--- src/rtl/boot_seq_pkg.sv ---
package boot_seq_pkg;

    // One-hot phase encoding of the boot sequence
    typedef enum logic [5:0] {
        ST_IDLE  = 6'b000001,
        ST_LOCK  = 6'b000010,
        ST_PROG  = 6'b000100,
        ST_PARAM = 6'b001000,
        ST_CLEAR = 6'b010000,
        ST_READY = 6'b100000
    } boot_state_e;

    // Decoded phase flags used by the datapath
    typedef struct packed {
        logic idle;
        logic lock;
        logic prog;
        logic param;
        logic clear;
        logic ready;
    } boot_phase_t;

    function automatic int unsigned max2(int unsigned a, int unsigned b);
        return (a > b) ? a : b;
    endfunction

    // Bits needed to index n entries (at least one)
    function automatic int unsigned idx_width(int unsigned n);
        return (n < 2) ? 1 : $clog2(n);
    endfunction

    function automatic boot_phase_t decode_phase(boot_state_e s);
        boot_phase_t p;
        p.idle  = (s == ST_IDLE);
        p.lock  = (s == ST_LOCK);
        p.prog  = (s == ST_PROG);
        p.param = (s == ST_PARAM);
        p.clear = (s == ST_CLEAR);
        p.ready = (s == ST_READY);
        return p;
    endfunction

endpackage

--- src/rtl/boot_seq_fsm.sv ---
module boot_seq_fsm
    import boot_seq_pkg::*;
#(
    parameter int unsigned LOCK_CYCLES = 262144,
    parameter int unsigned PROG_DEPTH  = 1024,
    parameter int unsigned PARAM_DEPTH = 1024,
    parameter int unsigned DATA_DEPTH  = 2048,
    parameter int unsigned CNT_W       = 18
) (
    input  logic              clk_i,
    input  logic              rst_i,
    output boot_state_e       state_o,
    output logic [CNT_W-1:0]  cnt_o
);

    localparam logic [CNT_W-1:0] LOCK_LAST  = CNT_W'(LOCK_CYCLES - 1);
    localparam logic [CNT_W-1:0] PROG_LAST  = CNT_W'(PROG_DEPTH - 1);
    localparam logic [CNT_W-1:0] PARAM_LAST = CNT_W'(PARAM_DEPTH - 1);
    localparam logic [CNT_W-1:0] DATA_LAST  = CNT_W'(DATA_DEPTH - 1);

    boot_state_e      state_q, state_d;
    logic [CNT_W-1:0] cnt_q, cnt_d;
    logic [CNT_W-1:0] last_idx;
    logic             at_last;

    // Terminal count of the phase in progress
    always_comb begin
        case (state_q)
            ST_LOCK:  last_idx = LOCK_LAST;
            ST_PROG:  last_idx = PROG_LAST;
            ST_PARAM: last_idx = PARAM_LAST;
            ST_CLEAR: last_idx = DATA_LAST;
            default:  last_idx = '0;
        endcase
        at_last = (cnt_q == last_idx);
    end

    always_comb begin
        state_d = state_q;
        cnt_d   = cnt_q + 1'b1;
        case (state_q)
            ST_IDLE: begin
                state_d = ST_LOCK;
                cnt_d   = '0;
            end
            ST_LOCK: begin
                if (at_last) begin
                    state_d = ST_PROG;
                    cnt_d   = '0;
                end
            end
            ST_PROG: begin
                if (at_last) begin
                    state_d = ST_PARAM;
                    cnt_d   = '0;
                end
            end
            ST_PARAM: begin
                if (at_last) begin
                    state_d = ST_CLEAR;
                    cnt_d   = '0;
                end
            end
            ST_CLEAR: begin
                if (at_last) begin
                    state_d = ST_READY;
                    cnt_d   = '0;
                end
            end
            ST_READY: begin
                cnt_d = '0;
            end
            default: begin
                state_d = ST_IDLE;
                cnt_d   = '0;
            end
        endcase
    end

    always_ff @(posedge clk_i) begin
        if (rst_i) begin
            state_q <= ST_IDLE;
            cnt_q   <= '0;
        end else begin
            state_q <= state_d;
            cnt_q   <= cnt_d;
        end
    end

    assign state_o = state_q;
    assign cnt_o   = cnt_q;

endmodule

--- src/rtl/boot_rom_copy.sv ---
module boot_rom_copy #(
    parameter int unsigned AW = 10,
    parameter int unsigned DW = 32
) (
    input  logic          clk_i,
    input  logic          rst_i,
    input  logic          active_i,
    input  logic [AW-1:0] idx_i,
    output logic [AW-1:0] rom_addr_o,
    input  logic [DW-1:0] rom_data_i,
    output logic          ram_we_o,
    output logic [AW-1:0] ram_addr_o,
    output logic [DW-1:0] ram_wdata_o
);

    logic          we_q;
    logic [AW-1:0] addr_q;

    // ROM is read in the phase cycle; the write follows one cycle later
    assign rom_addr_o = active_i ? idx_i : '0;

    always_ff @(posedge clk_i) begin
        if (rst_i) begin
            we_q   <= 1'b0;
            addr_q <= '0;
        end else begin
            we_q   <= active_i;
            addr_q <= idx_i;
        end
    end

    assign ram_we_o    = we_q;
    assign ram_addr_o  = addr_q;
    assign ram_wdata_o = rom_data_i;

endmodule

--- src/rtl/boot_host_gate.sv ---
module boot_host_gate (
    input  logic clk_i,
    input  logic rst_i,
    input  logic req_i,
    input  logic ready_i,
    output logic grant_o,
    output logic refused_o
);

    logic grant_q;
    logic refused_q;

    always_ff @(posedge clk_i) begin
        if (rst_i) begin
            grant_q   <= 1'b0;
            refused_q <= req_i;
        end else begin
            grant_q   <= req_i & ready_i;
            refused_q <= req_i & ~ready_i;
        end
    end

    assign grant_o   = grant_q;
    assign refused_o = refused_q;

endmodule

--- src/rtl/boot_sequencer.sv ---
module boot_sequencer
    import boot_seq_pkg::*;
#(
    parameter int unsigned LOCK_CYCLES = 262144,
    parameter int unsigned PROG_DEPTH  = 1024,
    parameter int unsigned PARAM_DEPTH = 1024,
    parameter int unsigned DATA_DEPTH  = 2048,
    parameter int unsigned PROG_DW     = 40,
    parameter int unsigned PARAM_DW    = 28,
    parameter int unsigned DATA_DW     = 28,
    parameter int unsigned MODE_W      = 2
) (
    input  logic                                  clk_i,
    input  logic                                  rst_i,
    input  logic [MODE_W-1:0]                     clk_mode_i,
    output logic [MODE_W-1:0]                     clk_mode_o,
    output logic [idx_width(PROG_DEPTH)-1:0]      prog_rom_addr_o,
    input  logic [PROG_DW-1:0]                    prog_rom_data_i,
    output logic                                  prog_ram_we_o,
    output logic [idx_width(PROG_DEPTH)-1:0]      prog_ram_addr_o,
    output logic [PROG_DW-1:0]                    prog_ram_wdata_o,
    output logic [idx_width(PARAM_DEPTH)-1:0]     param_rom_addr_o,
    input  logic [PARAM_DW-1:0]                   param_rom_data_i,
    output logic                                  param_ram_we_o,
    output logic [idx_width(PARAM_DEPTH)-1:0]     param_ram_addr_o,
    output logic [PARAM_DW-1:0]                   param_ram_wdata_o,
    output logic                                  data_ram_we_o,
    output logic [idx_width(DATA_DEPTH)-1:0]      data_ram_addr_o,
    output logic [DATA_DW-1:0]                    data_ram_wdata_o,
    output logic                                  reg_clr_o,
    input  logic                                  host_req_i,
    output logic                                  host_grant_o,
    output logic                                  host_refused_o,
    output logic                                  busy_o,
    output logic                                  done_o
);

    localparam int unsigned PROG_AW  = idx_width(PROG_DEPTH);
    localparam int unsigned PARAM_AW = idx_width(PARAM_DEPTH);
    localparam int unsigned DATA_AW  = idx_width(DATA_DEPTH);
    localparam int unsigned CNT_W    =
        idx_width(max2(max2(LOCK_CYCLES, PROG_DEPTH), max2(PARAM_DEPTH, DATA_DEPTH)));

    logic              rst_s;
    boot_state_e       state;
    boot_phase_t       ph;
    logic [CNT_W-1:0]  cnt;
    logic [MODE_W-1:0] mode_q;

    // Reset is taken on the falling edge of the master clock
    always_ff @(negedge clk_i) begin
        rst_s <= rst_i;
    end

    boot_seq_fsm #(
        .LOCK_CYCLES (LOCK_CYCLES),
        .PROG_DEPTH  (PROG_DEPTH),
        .PARAM_DEPTH (PARAM_DEPTH),
        .DATA_DEPTH  (DATA_DEPTH),
        .CNT_W       (CNT_W)
    ) u_fsm (
        .clk_i   (clk_i),
        .rst_i   (rst_s),
        .state_o (state),
        .cnt_o   (cnt)
    );

    assign ph = decode_phase(state);

    // Clock mode follows the input only while waiting in reset
    always_ff @(posedge clk_i) begin
        if (ph.idle) begin
            mode_q <= clk_mode_i;
        end
    end
    assign clk_mode_o = mode_q;

    boot_rom_copy #(
        .AW (PROG_AW),
        .DW (PROG_DW)
    ) u_prog_copy (
        .clk_i       (clk_i),
        .rst_i       (rst_s),
        .active_i    (ph.prog),
        .idx_i       (cnt[PROG_AW-1:0]),
        .rom_addr_o  (prog_rom_addr_o),
        .rom_data_i  (prog_rom_data_i),
        .ram_we_o    (prog_ram_we_o),
        .ram_addr_o  (prog_ram_addr_o),
        .ram_wdata_o (prog_ram_wdata_o)
    );

    boot_rom_copy #(
        .AW (PARAM_AW),
        .DW (PARAM_DW)
    ) u_param_copy (
        .clk_i       (clk_i),
        .rst_i       (rst_s),
        .active_i    (ph.param),
        .idx_i       (cnt[PARAM_AW-1:0]),
        .rom_addr_o  (param_rom_addr_o),
        .rom_data_i  (param_rom_data_i),
        .ram_we_o    (param_ram_we_o),
        .ram_addr_o  (param_ram_addr_o),
        .ram_wdata_o (param_ram_wdata_o)
    );

    // Data memory needs no source: zeros are written directly
    assign data_ram_we_o    = ph.clear;
    assign data_ram_addr_o  = cnt[DATA_AW-1:0];
    assign data_ram_wdata_o = '0;

    assign reg_clr_o = ph.clear && (cnt == '0);

    boot_host_gate u_host (
        .clk_i     (clk_i),
        .rst_i     (rst_s),
        .req_i     (host_req_i),
        .ready_i   (ph.ready),
        .grant_o   (host_grant_o),
        .refused_o (host_refused_o)
    );

    assign busy_o = ph.lock | ph.prog | ph.param | ph.clear;
    assign done_o = ph.ready;

endmodule

--- config.mk ---
export PLATFORM = sky130hd
export DESIGN_NAME = boot_sequencer
export DESIGN_NICKNAME = d
export VERILOG_FILES = /design/src/rtl/boot_seq_pkg.sv /design/src/rtl/boot_seq_fsm.sv /design/src/rtl/boot_rom_copy.sv /design/src/rtl/boot_host_gate.sv /design/src/rtl/boot_sequencer.sv
export SDC_FILE = /design/constraint.sdc
export NUM_CORES = 1
export LEC_CHECK = 0
export BUFFER_PORTS_ARGS = -buffer_cell sky130_fd_sc_hd__buf_2
export CORE_AREA = 2 2 91 93
export CTS_CLUSTER_DIAMETER = 100
export DETAILED_ROUTE_END_ITERATION = 10
export DIE_AREA = 0 0 93 95
export GPL_TIMING_DRIVEN = 0
export PLACE_DENSITY = 0.81
export SLEW_MARGIN = 40
export SYNTH_ARGS = -nofsm -noshare
export SYNTH_HDL_FRONTEND = slang
export SYNTH_HIERARCHICAL = 1
export SYNTH_SLANG_ARGS = --single-unit
--- constraint.sdc ---
create_clock -name clk_i -period 2.3 [get_ports clk_i]
set_input_delay 0.345 -clock clk_i [delete_from_list [all_inputs] [get_ports clk_i]]
set_output_delay 0.345 -clock clk_i [all_outputs]
set_load 0.05 [all_outputs]
==> flow_summary.json <==
{
  "drt_iter0_drc": 114,
  "worstSetupStartpointType": "flip-flop",
  "drc_errors": 0,
  "layout_common_cells": "buf_2, buf_4, dfxtp_1",
  "synth-seq-cells": 51,
  "power.leakage_nw": 2.226,
  "synthMuxAreaShare_pct": 1.321,
  "cts_buffers": 5,
  "ir_worst_vdd_uv": 249.7,
  "status": "completed",
  "synth_edf_count": 2,
  "clock_sinks": 51,
  "grt_setup_unrepaired": "true",
  "finalPower_mw": 2.169,
  "cap_violations": 0,
  "antenna_found_initial": 0,
  "io-pin-count": 230,
  "fp.dieH_um": 95,
  "hold_viol": 0,
  "synth-adder-area-share_pct": 0.4002,
  "syn-cell-area_um2": 3127,
  "worst_pin_slew_ns": 0.6127,
  "critical_path_class": "reg -> out",
  "grt_max_degree": 17,
  "slew_violations": 0,
  "area_delta_synth_final_pct": 41.94,
  "hold_path_depth": 1,
  "grt_usage_pct": 14.15,
  "antenna_cells": 0,
  "finClkSkew_ns": 0.05757,
  "hold_path_class": "in -> reg",
  "avgViaCountPerCell": 4.421,
  "layout_commonest_cell": "buf_2",
  "relSlewSlack_pct": 59.10,
  "fin_setup_tns_ns": 0,
  "layout-drive-gt1-share_pct": 61.14,
  "ff2ff_path_depth": 4,
  "clkTransAtPathRegs_ns": 0.09,
  "clock_path_buffers": 2,
  "period_share_pct": 99.71,
  "cts-root-buf": "clkbuf_8",
  "finalCriticalPeriod_ns": 2.293,
  "rows": 33,
  "yosys.area_share.simple_pct": 28.93,
  "die_area_um2": 8835,
  "yosys_most_used_dff": "dfxtp_1",
  "crit_arrival_ns": 1.95,
  "fin_nets": 598,
  "whs_ns": 0.2082,
  "synth_top_family_by_area": "simple AND/OR/NAND/NOR gates",
  "die_w_um": 93,
  "wl_per_cell_um": 12.20,
  "start_util_pct": 39.44,
  "ant_nets": 0,
  "crit_required_ns": 1.96,
  "hold_buffers": 0,
  "portBuffers": 133,
  "dr.pass1.iters": 4,
  "setup_viol_count_final": 0,
  "first_global_vias": 2251,
  "grt_overflow": 0,
  "vias": 2785,
  "endpoint_kind": "output pin",
  "ys_seq_area_share_pct": 33.29,
  "synth-compound-area-share_pct": 3.882,
  "postSynthCellCount": 349,
  "core_um2": 7928,
  "ys_types": 49,
  "finalWirelength_um": 7689,
  "power.density_nw_per_um2": 488.8,
  "cp_max_fo": 5,
  "gp_congestion": 0.8460,
  "clk_latency_ns": 0.35,
  "async_flop_share_pct": 0,
  "max_freq_mhz": 436.0,
  "hpwlAfterDp_um": 5253,
  "finalCoreUtilization_pct": 55.98,
  "yosysWarningCount": 6,
  "synth_xor_area_share_pct": 5.602,
  "grt_pass1_wl_um": 10340,
  "cts_tree": "built",
  "ctsHtreeMaxLevel": 2,
  "avgSynthCellArea_um2": 8.959
}
==> where the power goes <==
| part | leakage, nW | internal, mW | switching (mW) |
|---|---|---|---|
| Combinational | 1.75 | 0.228 | 0.473 |
| Clock | 0.0527 | 0.248 | 0.306 |
| Sequential | 0.419 | 0.904 | 0.0103 |
| Total | 2.23 | 1.38 | 0.790 |
==> state kept, by name, indices dropped and copies added, names as in the netlist <==
register,flops
clk_mode_o,2
rst_s,1
u_fsm/cnt_o,18
u_fsm/state_o,6
u_host/grant_o,1
u_host/refused_o,1
u_param_copy/ram_addr_o,10
u_param_copy/ram_we_o,1
u_prog_copy/ram_addr_o,10
u_prog_copy/ram_we_o,1
==> cells by family (layout without fill, tap and decap cells) <==
group	after synthesis	count (layout)
flops	51	51
mux	4	4
other cells	1	28
buf+inv	111	260
xor+xnor	20	20
fa+ha+maj	1	1
simple gates	145	145
compound gates	16	16
==> cells in the mapped netlist (all sizes together) (5+ instances only) <==
cell type | n | area share [%]
and2 | 21 | 4.2
and3 | 5 | 1.0
buf | 106 | 26
dfxtp | 49 | 31
inv | 5 | 0.60
nand2 | 11 | 1.3
nand2b | 5 | 1.0
nand3 | 6 | 0.96
nand4 | 7 | 1.4
nor2 | 28 | 3.4
nor2b | 22 | 6.0
nor3 | 10 | 1.6
nor4 | 7 | 1.6
o21ai | 6 | 0.96
or4 | 5 | 1.4
xnor2 | 9 | 2.5
xor2 | 11 | 3.1
==> what timing repair did <==
item | in CTS | in global routing
buffers inserted | 3 | 3
pin swaps | 2 | 13
endpoints found under the setup margin | 31 | 37
gates cloned | 1 | 1
resized for setup | 31 | 49
==> final timing paths <==
path                            startpoint                    endpoint  slack (ns)
max          u_fsm/state_o[0]$_SDFFE_PP1P_          prog_rom_addr_o[6]       0.007
max reg2reg                  rst_s$_DFF_N_  u_fsm/cnt_o[10]$_SDFF_PP0_       0.007
min reg2reg     u_fsm/cnt_o[17]$_SDFF_PP0_  u_fsm/cnt_o[17]$_SDFF_PP0_        0.58
min                          clk_mode_i[0]     clk_mode_o[0]$_DFFE_PN_        0.21
==> stage by stage <==
step                      worst slack, ns  cell area (um^2)  instances
after floorplan                   0.04498              3239        376
after global placement           -0.02337              4036        614
after detailed placement         -0.05037              4036        614
after CTS                       0.0002558              4247        626
after global routing             -0.08056              4438        630
final                            0.006678              4438        630
==> layer usage <==
layer | global-route usage [%] | up-vias | wire, um
li1 | - | 1382 | -
met1 | 16.50 | 1241 | 2873
met2 | 26.51 | 153 | 4100
met3 | 2.634 | 9 | 633
met4 | 3.799 | 0 | 83
met5 | 0 | - | 0
==> final cells by class <==
cell class	instances	area, um^2
Fill cell	654	3490
Multi-Input combinational cell	214	1461
Sequential cell	51	1057
Timing Repair Buffer	141	862.1
Buffer	106	808.3
Tap cell	105	131.4
Clock buffer	6	82.58
Clock inverter	3	20.02
Inverter	4	15.01
==> worst max-delay path, stage by stage (launching register included) <==
cell and delay [ns]:
dfxtp_4 0.36, or4_4 0.57, nor3b_4 0.27, buf_6 0.16, and2_4 0.15, buf_8 0.14
(Power assumes the default switching activity.)
